==> config.mk <==
export PLATFORM = sky130hd
export DESIGN_NAME = pll_retune_seq
export DESIGN_NICKNAME = d
export VERILOG_FILES = /design/src/rtl/pll_retune_pkg.sv /design/src/rtl/pll_ctrl_word.sv /design/src/rtl/pll_lock_timer.sv /design/src/rtl/pll_seq_fsm.sv /design/src/rtl/pll_retune_seq.sv
export SDC_FILE = /design/constraint.sdc
export NUM_CORES = 1
export LEC_CHECK = 0
export ABC_AREA = 1
export BUFFER_PORTS_ARGS = -buffer_cell sky130_fd_sc_hd__clkbuf_2
export CORE_AREA = 4 4 93 95
export CTS_CLUSTER_SIZE = 30
export DETAILED_ROUTE_END_ITERATION = 16
export DIE_AREA = 0 0 97 99
export GPL_TIMING_DRIVEN = 0
export PLACE_DENSITY = 0.79
export SKIP_LAST_GASP = 1
export SLEW_MARGIN = 5
export SYNTH_ARGS = -nofsm -noshare
export SYNTH_HDL_FRONTEND = slang
export SYNTH_SLANG_ARGS = --single-unit
==> constraint.sdc <==
create_clock -name clk -period 2 [get_ports clk]
set_input_delay 0.2 -clock clk [delete_from_list [all_inputs] [get_ports clk]]
set_output_delay 0.2 -clock clk [all_outputs]
set_load 0.005 [all_outputs]
==> src/rtl/pll_retune_pkg.sv <==
package pll_retune_pkg;

  localparam int DATA_W  = 32;
  localparam int ODIV_W  = 2;
  localparam int IDIV_W  = 5;
  localparam int FBDIV_W = 7;
  localparam int BAND_W  = 4;

  // Field positions are decoded by the PLL control register.
  localparam int ODIV_LSB  = 2;
  localparam int IDIV_LSB  = 4;
  localparam int FBDIV_LSB = 9;
  localparam int BAND_LSB  = 20;
  localparam int BYP_BIT   = 1;

  localparam logic [1:0] ADDR_CTRL  = 2'd0;
  localparam logic [1:0] ADDR_STAT  = 2'd1;
  localparam logic [1:0] ADDR_IFDIV = 2'd2;

  localparam logic [DATA_W-1:0] IFDIV_BY2 = 32'h1;
  localparam logic [DATA_W-1:0] IFDIV_BY1 = 32'h0;

  typedef enum logic [1:0] {
    RES_OK      = 2'd0,
    RES_TIMEOUT = 2'd1,
    RES_ERROR   = 2'd2
  } res_e;

  typedef enum logic [2:0] {
    S_IDLE, S_RAISE, S_RDCTRL, S_WRCTRL, S_WAIT, S_CHECK, S_LOWER, S_DONE
  } seq_state_e;

  typedef struct packed {
    logic               bypass;
    logic [BAND_W-1:0]  band;
    logic [FBDIV_W-1:0] fbdiv;
    logic [IDIV_W-1:0]  idiv;
    logic [ODIV_W-1:0]  odiv;
  } pll_cfg_t;

endpackage

==> src/rtl/pll_ctrl_word.sv <==
module pll_ctrl_word
  import pll_retune_pkg::*;
(
  input  pll_cfg_t          cfg_i,
  input  logic [DATA_W-1:0] old_i,
  output logic [DATA_W-1:0] word_o
);

  always_comb begin
    word_o = '0;
    if (cfg_i.bypass) begin
      word_o          = old_i;
      word_o[BYP_BIT] = 1'b1;
    end else begin
      word_o[ODIV_LSB  +: ODIV_W]  = cfg_i.odiv;
      word_o[IDIV_LSB  +: IDIV_W]  = cfg_i.idiv;
      word_o[FBDIV_LSB +: FBDIV_W] = cfg_i.fbdiv;
      word_o[BAND_LSB  +: BAND_W]  = cfg_i.band;
    end
  end

endmodule

==> src/rtl/pll_lock_timer.sv <==
module pll_lock_timer #(
  parameter int CYCLES = 5000
) (
  input  logic clk,
  input  logic rst_n,
  input  logic load_i,
  input  logic en_i,
  output logic last_o
);

  localparam int CNT_W = $clog2(CYCLES + 1);
  localparam logic [CNT_W-1:0] LOAD_VAL = CNT_W'(CYCLES);
  localparam logic [CNT_W-1:0] ONE      = CNT_W'(1);

  logic [CNT_W-1:0] cnt_q, cnt_d;
  logic             cnt_en;

  always_comb begin
    cnt_en = load_i || (en_i && (cnt_q != '0));
    cnt_d  = load_i ? LOAD_VAL : (cnt_q - ONE);
  end

  always_ff @(posedge clk or negedge rst_n) begin
    if (!rst_n)      cnt_q <= '0;
    else if (cnt_en) cnt_q <= cnt_d;
  end

  assign last_o = en_i && (cnt_q == ONE);

endmodule

==> src/rtl/pll_seq_fsm.sv <==
module pll_seq_fsm
  import pll_retune_pkg::*;
(
  input  logic              clk,
  input  logic              rst_n,
  input  logic              req_i,
  input  logic              hi_i,
  input  logic              lo_i,
  input  pll_cfg_t          cfg_i,
  input  logic [DATA_W-1:0] ctrl_word_i,
  input  logic [DATA_W-1:0] rdata_i,
  input  logic              tmr_last_i,
  output logic              tmr_load_o,
  output logic              tmr_en_o,
  output pll_cfg_t          cfg_q_o,
  output logic [DATA_W-1:0] old_q_o,
  output logic [1:0]        addr_o,
  output logic [DATA_W-1:0] wdata_o,
  output logic              we_o,
  output logic              re_o,
  output logic              busy_o,
  output logic              done_o,
  output logic [1:0]        result_o
);

  seq_state_e st_q, st_d;
  logic       hi_q, lo_q;
  res_e       res_q, res_d;
  logic       cap_en, old_en, res_en;

  // Next-state and output decode
  always_comb begin
    st_d       = st_q;
    res_d      = res_q;
    cap_en     = 1'b0;
    old_en     = 1'b0;
    res_en     = 1'b0;
    tmr_load_o = 1'b0;
    tmr_en_o   = 1'b0;
    addr_o     = ADDR_CTRL;
    wdata_o    = '0;
    we_o       = 1'b0;
    re_o       = 1'b0;
    unique case (st_q)
      S_IDLE: if (req_i) begin
        cap_en = 1'b1;
        if (hi_i)              st_d = S_RAISE;
        else if (cfg_i.bypass) st_d = S_RDCTRL;
        else                   st_d = S_WRCTRL;
      end
      S_RAISE: begin
        addr_o  = ADDR_IFDIV;
        wdata_o = IFDIV_BY2;
        we_o    = 1'b1;
        st_d    = cfg_q_o.bypass ? S_RDCTRL : S_WRCTRL;
      end
      S_RDCTRL: begin
        addr_o = ADDR_CTRL;
        re_o   = 1'b1;
        old_en = 1'b1;
        st_d   = S_WRCTRL;
      end
      S_WRCTRL: begin
        addr_o     = ADDR_CTRL;
        wdata_o    = ctrl_word_i;
        we_o       = 1'b1;
        tmr_load_o = 1'b1;
        st_d       = S_WAIT;
      end
      S_WAIT: begin
        tmr_en_o = 1'b1;
        if (tmr_last_i) st_d = S_CHECK;
      end
      S_CHECK: begin
        addr_o = ADDR_STAT;
        re_o   = 1'b1;
        res_en = 1'b1;
        // Lock is judged before the error bit.
        if (!rdata_i[0]) begin
          res_d = RES_TIMEOUT;
          st_d  = S_DONE;
        end else if (rdata_i[1]) begin
          res_d = RES_ERROR;
          st_d  = S_DONE;
        end else begin
          res_d = RES_OK;
          st_d  = lo_q ? S_LOWER : S_DONE;
        end
      end
      S_LOWER: begin
        addr_o  = ADDR_IFDIV;
        wdata_o = IFDIV_BY1;
        we_o    = 1'b1;
        st_d    = S_DONE;
      end
      S_DONE:  st_d = S_IDLE;
      default: st_d = S_IDLE;
    endcase
  end

  // Registers
  always_ff @(posedge clk or negedge rst_n) begin
    if (!rst_n) begin
      st_q    <= S_IDLE;
      cfg_q_o <= '0;
      hi_q    <= 1'b0;
      lo_q    <= 1'b0;
      old_q_o <= '0;
      res_q   <= RES_OK;
    end else begin
      st_q <= st_d;
      if (cap_en) begin
        cfg_q_o <= cfg_i;
        hi_q    <= hi_i;
        lo_q    <= lo_i;
      end
      if (old_en) old_q_o <= rdata_i;
      if (res_en) res_q   <= res_d;
    end
  end

  assign busy_o   = (st_q != S_IDLE);
  assign done_o   = (st_q == S_DONE);
  assign result_o = res_q;

  logic unused_hi;
  assign unused_hi = hi_q;

endmodule

==> src/rtl/pll_retune_seq.sv <==
module pll_retune_seq
  import pll_retune_pkg::*;
#(
  parameter int          CLK_MHZ   = 50,
  parameter int          LOCK_US   = 100,
  parameter logic [31:0] RATE_TH   = 32'd500_000_000,
  parameter bit          HAS_IFDIV = 1'b1
) (
  input  logic               clk,
  input  logic               rst_n,
  input  logic               req_i,
  input  logic [31:0]        rate_i,
  input  logic [4:0]         cfg_idiv_i,
  input  logic [6:0]         cfg_fbdiv_i,
  input  logic [1:0]         cfg_odiv_i,
  input  logic [3:0]         cfg_band_i,
  input  logic               cfg_bypass_i,
  output logic [1:0]         reg_addr_o,
  output logic [31:0]        reg_wdata_o,
  output logic               reg_we_o,
  output logic               reg_re_o,
  input  logic [31:0]        reg_rdata_i,
  output logic               busy_o,
  output logic               done_o,
  output logic [1:0]         result_o
);

  localparam int LOCK_CYCLES = CLK_MHZ * LOCK_US;

  pll_cfg_t          cfg_in, cfg_q;
  logic [DATA_W-1:0] old_q, ctrl_word;
  logic              hi_now, lo_now;
  logic              tmr_load, tmr_en, tmr_last;

  assign cfg_in = '{bypass: cfg_bypass_i, band: cfg_band_i, fbdiv: cfg_fbdiv_i,
                    idiv: cfg_idiv_i, odiv: cfg_odiv_i};

  generate
    if (HAS_IFDIV) begin : g_ifdiv
      assign hi_now = (rate_i >  RATE_TH);
      assign lo_now = (rate_i <= RATE_TH);
    end else begin : g_no_ifdiv
      assign hi_now = 1'b0;
      assign lo_now = 1'b0;
    end
  endgenerate

  pll_seq_fsm u_fsm (
    .clk, .rst_n, .req_i,
    .hi_i(hi_now), .lo_i(lo_now), .cfg_i(cfg_in),
    .ctrl_word_i(ctrl_word), .rdata_i(reg_rdata_i),
    .tmr_last_i(tmr_last), .tmr_load_o(tmr_load), .tmr_en_o(tmr_en),
    .cfg_q_o(cfg_q), .old_q_o(old_q),
    .addr_o(reg_addr_o), .wdata_o(reg_wdata_o), .we_o(reg_we_o), .re_o(reg_re_o),
    .busy_o, .done_o, .result_o
  );

  pll_lock_timer #(.CYCLES(LOCK_CYCLES)) u_timer (
    .clk, .rst_n, .load_i(tmr_load), .en_i(tmr_en), .last_o(tmr_last)
  );

  pll_ctrl_word u_word (.cfg_i(cfg_q), .old_i(old_q), .word_o(ctrl_word));

endmodule

==> metrics.cfg, run 1 <==
[grt]
grt_max_degree=51
grt_antenna_before_repair=0
grt_usage=0.210
grt_pass1_vias=3729
grt_overflow=0
grt_pass1_wl_mm=16.4

[critical_path]
worst_ep_arrival_time_ns=1.66
critPathRequiredTime_ns=1.80
timing.setup.critical_path_class=reg -> out
crit_path_cell_trace=nand2_2 > nor2_4 > inv_2 > buf_2 > nor2_1 > clkbuf_2
endpoint_kind=primary output
slowest_stage=dfrtp_1
start_kind=flip-flop
slowest_delay_ns=0.47
critical_path.max_fanout=10

[synthesis]
seq_area_frac_synth=0.441
synth_area_per_cell_sq_um=8.15
synth_top_area_frac=0.441
yosys.area.top_type=dfrtp_1
synth.net_count=569
netlist-cell-type-count=32
synth-adder-area-share=0.00959
async_reset_ff_frac=1.00
synth_seq_cells=69
synthCells=480
synth_xor_area_frac=0.00672
synth-main-ff-cell=dfrtp_1
ys_warn_count=0
syn_area_sq_um=3910
ys_top_cells_by_area=dfrtp_1 (44%), nand2_1 (12%), mux2_2 (7.8%)
synthSimpleGateAreaFrac=0.252
synth_top_family_by_area=simple AND/OR/NAND/NOR gates
yosys-mux-area-fraction=0.0863
synth_edf_count=0
synth-compound-area-share=0.0995

[floorplanning]
start_util=0.506
rows=32
core_area_sq_um=7730
io_pins=126
die_w_um=97
die_h_um=99
die-area_sq_um=9600

[power]
irDropWorstVdd_v=0.000801
power_mw=7.03
powerDensity_nw_per_um2=1420
p_leak_nw=2.67

[min_path]
hold_path_class=in -> reg

[sta]
rsz0062_at_grt=yes
fmax_ghz=0.536
finalHoldViolations=0
max_slew_margin=0.760
period_minus_slack_ns=1.86
skew_ns=0.00582
tightest_slew_ns=0.359
fin_hold_ws_ns=0.0566
min_period_over_period=0.932
fin_setup_tns_ns=0
layout_setup_ws_ns=0.136
finalMaxSlewViolations=0
setup_viol=0

[clocking]
clockRootBuffer=clkbuf_8
cts_made_buffers=9
clockBufferDepth=2
cts_tree=built
post_cts_buffers=0
clk_pin_slew_ns=0.07
cts_sinks=69
htreeDepth=3
worstSkewPairLatency_ns=0.34

[final_layout]
utilization=0.641
antenna_cells=0
fin_area_sq_um=4950
n_fill_cell=652
fin_cells=725
num-nets-final=707
final_layout_size_suffix_gt1_frac=0.376
area_growth_pct=26.5

[flow_run]
maxCapViolations=0

[outcome]
status=completed

[drt]
wirelength_mm=9.72
vias=3578
drt_first_pass_iters=4
drt_iter0_markers=115
drcViolationCount=0
ant_nets=0
viasPerCell=4.94
drt-wirelength-per-cell_um=13.4

[placed_design]
portBuffers=125
dpl_worst_slack_ns=0.288
place_congestion=0.846
dp_cells=708
hpwl_mm=7.57
dpl_cell_area_sq_um=4700

-- synth_stat cells (4+ instances only) --
cell type,count
inv_2,4
o21ai_0,28
nand2_2,12
o21ai_1,7
nor2_1,54
nand3_1,10
o21ai_2,22
nand4_1,4
nor3_1,5
nand2_1,125
buf_6,5
inv_1,69
mux2_2,27
buf_2,4
dfrtp_1,69
clkbuf_1,6
-- cells in the final DEF, fill, tap and decap left out, drive strengths merged, types with 4 or more instances in the layout --
master  count
clkbuf    140
dfrtp      69
mux2       30
o21ai      57
nand2     140
inv        75
nor2       59
nand3      11
buf        13
nor3        6
nand4       4
-- routing by layer --
layer,GRT usage,part of all wire,vias up
met3,0.0616,0.054,24
met2,0.375,0.53,109
li1,-,-,1766
met1,0.236,0.39,1679
met5,0,0,-
met4,0.0810,0.025,0
-- sequential cells by signal (all words and copies together), names as in the netlist --
name / cells
u_fsm.cfg_q_o: 19
u_fsm.lo_q: 1
u_fsm.old_q_o: 31
u_fsm.result_o: 2
u_fsm.st_q: 3
u_timer.cnt_q: 13
-- power breakdown --
| group | internal (mW) | leakage, nW | switching [mW] |
|---|---|---|---|
| logic | 1.37 | 1.72 | 1.82 |
| clock network | 0.829 | 0.116 | 0.543 |
| registers | 2.07 | 0.834 | 0.393 |
| total | 4.27 | 2.67 | 2.76 |
-- cell families after synthesis --
kind of cell	count (synthesis)
compound gates	61
xor+xnor	3
fa+ha+maj	3
buf+inv	92
flops	69
mux	30
simple gates	222
-- area by class of cell --
type                            instances  area (sq um)  share of cell area
Multi-Input combinational cell        319          1780               0.359
Sequential cell                        69          1730               0.349
Timing Repair Buffer                  127           666               0.134
Inverter                               75           287              0.0579
Clock buffer                           10           128              0.0258
Buffer                                 17           128              0.0258
Tap cell                              102           128              0.0258
Clock inverter                          6           111              0.0225
-- critical path: cells and delay by family, from the launching register on --
family / cells / cell delay [ns]
flops: 1 / 0.47
buf+inv: 3 / 0.44
simple gates: 3 / 0.40
-- what timing repair did --
item / in CTS / in global routing
hold endpoints to repair: 19 / 0
setup endpoints to repair: 0 / 21
resized for setup: 0 / 11
hold buffers: 1 / 0
-- worst paths after layout --
kind / cells after the start / slack [ns] / to / from
setup / recovery: 6 / 0.14 / reg_wdata_o[30] / u_fsm.st_q[1]
min in group asynchronous: 2 / 0.32 / u_timer.cnt_q[5] / rst_n
hold reg to reg: 1 / 0.50 / u_fsm.old_q_o[30] / u_fsm.old_q_o[30]
max in group asynchronous: 3 / 1.14 / u_fsm.cfg_q_o[7] / rst_n
hold / removal: 3 / 0.06 / u_fsm.cfg_q_o[10] / cfg_fbdiv_i[3]
setup reg to reg: 8 / 0.27 / u_timer.cnt_q[12] / u_timer.cnt_q[0]
No activity file was read; power rests on OpenSTA's default activity.
==> run 2: changes to the inputs <==
Settings changed: ABC_AREA 1 to 0, CORE_AREA 4 4 93 95 to 4 4 89 91, DIE_AREA 0 0 97 99 to 0 0 93 95.
==> metrics.cfg, run 2 <==
[sta]
finalMaxSlewViolations=0
max_slew_margin=0.592
fmax_ghz=0.483
fin_hold_ws_ns=0.0839
setup_viol=10
tightest_slew_ns=0.609
skew_ns=0.00948
layout_setup_ws_ns=-0.0694
period_minus_slack_ns=2.07
rsz0062_at_grt=yes
finalHoldViolations=0
min_period_over_period=1.03

[clocking]
cts_tree=built
clockBufferDepth=2
clk_pin_slew_ns=0.08
cts_made_buffers=9
clockRootBuffer=clkbuf_8
cts_sinks=69
worstSkewPairLatency_ns=0.34
htreeDepth=3

[drt]
vias=2936
wirelength_mm=8.64
ant_nets=0
drt_iter0_markers=141
drt_first_pass_iters=4
viasPerCell=5.24
drcViolationCount=0
drt-wirelength-per-cell_um=15.4

[min_path]
hold_end=u_fsm.old_q_o[29]
min_path_cells=2
worstHoldStart=reg_rdata_i[29]
hold_path_class=in -> reg

[outcome]
failed_checks=negative setup slack
status=complete, but fails checks

[grt]
grt_usage=0.201
grt_max_degree=48
grt_pass1_wl_mm=14.1
grt_antenna_before_repair=0
grt_overflow=0
grt_pass1_vias=3018

[synthesis]
async_reset_ff_frac=1.00
synth_seq_cells=69
ys_warn_count=0
synth_area_per_cell_sq_um=11.2
yosys.area.top_type=dfrtp_1
yosys-top-cells-count=dfrtp_1 (69), mux2_2 (50), nor2_1 (31), mux2i_1 (23), nand2_1 (18)
yosysMostFrequentCell=dfrtp_1
syn_area_sq_um=3490
synth.net_count=401
ys_top_cells_by_area=dfrtp_1 (49%), mux2_2 (16%), mux2i_1 (6.6%)
synthCells=312
synth_top_area_frac=0.494
seq_area_frac_synth=0.494
synth_edf_count=0
netlist-cell-type-count=45
synth-main-ff-cell=dfrtp_1

[critical_path]
r2r-start=u_timer.cnt_q[6]
crit_path_cell_trace=or4_4 > or4_4 > nand2_4 > buf_6 > nand3_1 > o21ai_2
reg2reg_depth=6
r2r_slack_ns=-0.07
worst_r2r_endpoint=u_timer.cnt_q[0]
start_kind=flip-flop
slowest_stage=or4_4
startpoint=u_timer.cnt_q[6]
endpoint_kind=flip-flop
slowest_delay_ns=0.62
worst_ep_arrival_time_ns=2.33
critical_path.max_fanout=7
timing.setup.critical_path_class=reg -> reg
critPathRequiredTime_ns=2.26
critPathMostFrequentCell=or4_4

[floorplanning]
core_area_sq_um=7140
io_pins=126
start_util=0.489
die-area_sq_um=8840
die_h_um=95
die_w_um=93
rows=31

[final_layout]
layout_common_cells=clkbuf_2 (127), dfrtp_1 (68), mux2_2 (50), nor2_1 (28), mux2i_1 (23)
antenna_cells=0
n_fill_cell=597
largest_reg_flops=31
largest_register=u_fsm.old_q_o
regArea_sq_um=1730
num-nets-final=545
final_layout_size_suffix_gt1_frac=0.503
top_regs=u_fsm.old_q_o: 31 flops, u_fsm.cfg_q_o: 19 flops, u_timer.cnt_q: 13 flops
final_common_cell=clkbuf_2
multi_input_area_sq_um=1730
area_growth_pct=32.3

[power]
p_leak_nw=2.26
power_mw=6.30
powerDensity_nw_per_um2=1360
irDropWorstVdd_v=0.000736

[placed_design]
hpwl_mm=6.43
dpl_worst_slack_ns=-0.309
portBuffers=125
place_congestion=0.830

[flow_run]
maxCapViolations=0

[run 2: cell types whose count changed in the layout (fill, tap and decap cells not counted), moves of 9 or more]
cell     previous run  this run
nand2_1           125        17
buf_4               1        12
mux2i_1             0        23
nor2_1             54        28
mux2_2             27        50
o21ai_0            28         7
inv_1              69         5
nand2_2            12         3
and3_1              0        13
o21ai_2            22         1
[run 2: metrics by stage]
stage,TNS [ns],utilization,cell area (sq um),cells
4_1_cts,-0.729,0.638,4560,556
6_report,-0.370,0.648,4620,560
3_3_place_gp,-12.17,0.595,4250,536
2_1_floorplan,-0.395,-,3500,312
3_5_place_dp,-15.43,0.599,4280,537
5_1_grt,-1.05,0.648,4620,560
[run 2: logic make-up (layout without fill, tap and decap cells)]
| family | count (synthesis) | after routing | share of synthesized area |
|---|---|---|---|
| AO/OA/AOI/OAI | 21 | 21 | 0.0387 |
| XOR/XNOR | 6 | 6 | 0.0150 |
| adder cells (fa/ha/maj) | 3 | 3 | 0.0107 |
| buffers and inverters | 23 | 172 | 0.0272 |
| flip-flops | 69 | 69 | 0.494 |
| multiplexers | 73 | 73 | 0.227 |
| AND/OR/NAND/NOR | 117 | 117 | 0.187 |
[run 2: layout make-up]
class	instances	share of cell area
Multi-Input combinational cell	220	0.375
Sequential cell	69	0.374
Timing Repair Buffer	137	0.161
Clock buffer	12	0.0314
Tap cell	99	0.0268
Buffer	14	0.0181
Clock inverter	4	0.0103
Inverter	5	0.00406
[run 2: worst max-delay path by stage]
stage                                    to  cells past startpoint
after CTS                  u_timer.cnt_q[8]                      6
after global placement    u_fsm.old_q_o[25]                      4
final                      u_timer.cnt_q[0]                      6
after detailed placement  u_fsm.old_q_o[28]                      4
after global routing       u_timer.cnt_q[0]                      6
after floorplan            u_timer.cnt_q[8]                      7
[run 2: critical path: cells and delay by family, from the launching register on]
kind / cells / cell delay [ns]
AO/OA/AOI/OAI: 1 / 0.09
flip-flops: 1 / 0.38
buffers and inverters: 1 / 0.11
AND/OR/NAND/NOR: 4 / 1.42
[run 2: per-layer routing]
| metal | part of all wire | track usage |
|---|---|---|
| met2 | 0.51 | 0.354 |
| met3 | 0.081 | 0.0629 |
| met5 | 0 | 0 |
| met1 | 0.40 | 0.238 |
| met4 | 0.0061 | 0.0549 |
[run 2: report_power, final]
part	total (mW)	switching, mW	internal, mW
logic	2.75	1.28	1.47
registers	2.43	0.392	2.04
clock network	1.12	0.514	0.607
total	6.30	2.19	4.11
[run 2: repair_timing]
action,CTS,global route
endpoints found under the hold margin,22,0
setup buffers,5,5
pin swaps,2,6
hold buffers,1,0
setup endpoints to repair,92,55
cloned,0,0
gates resized for setup,26,19
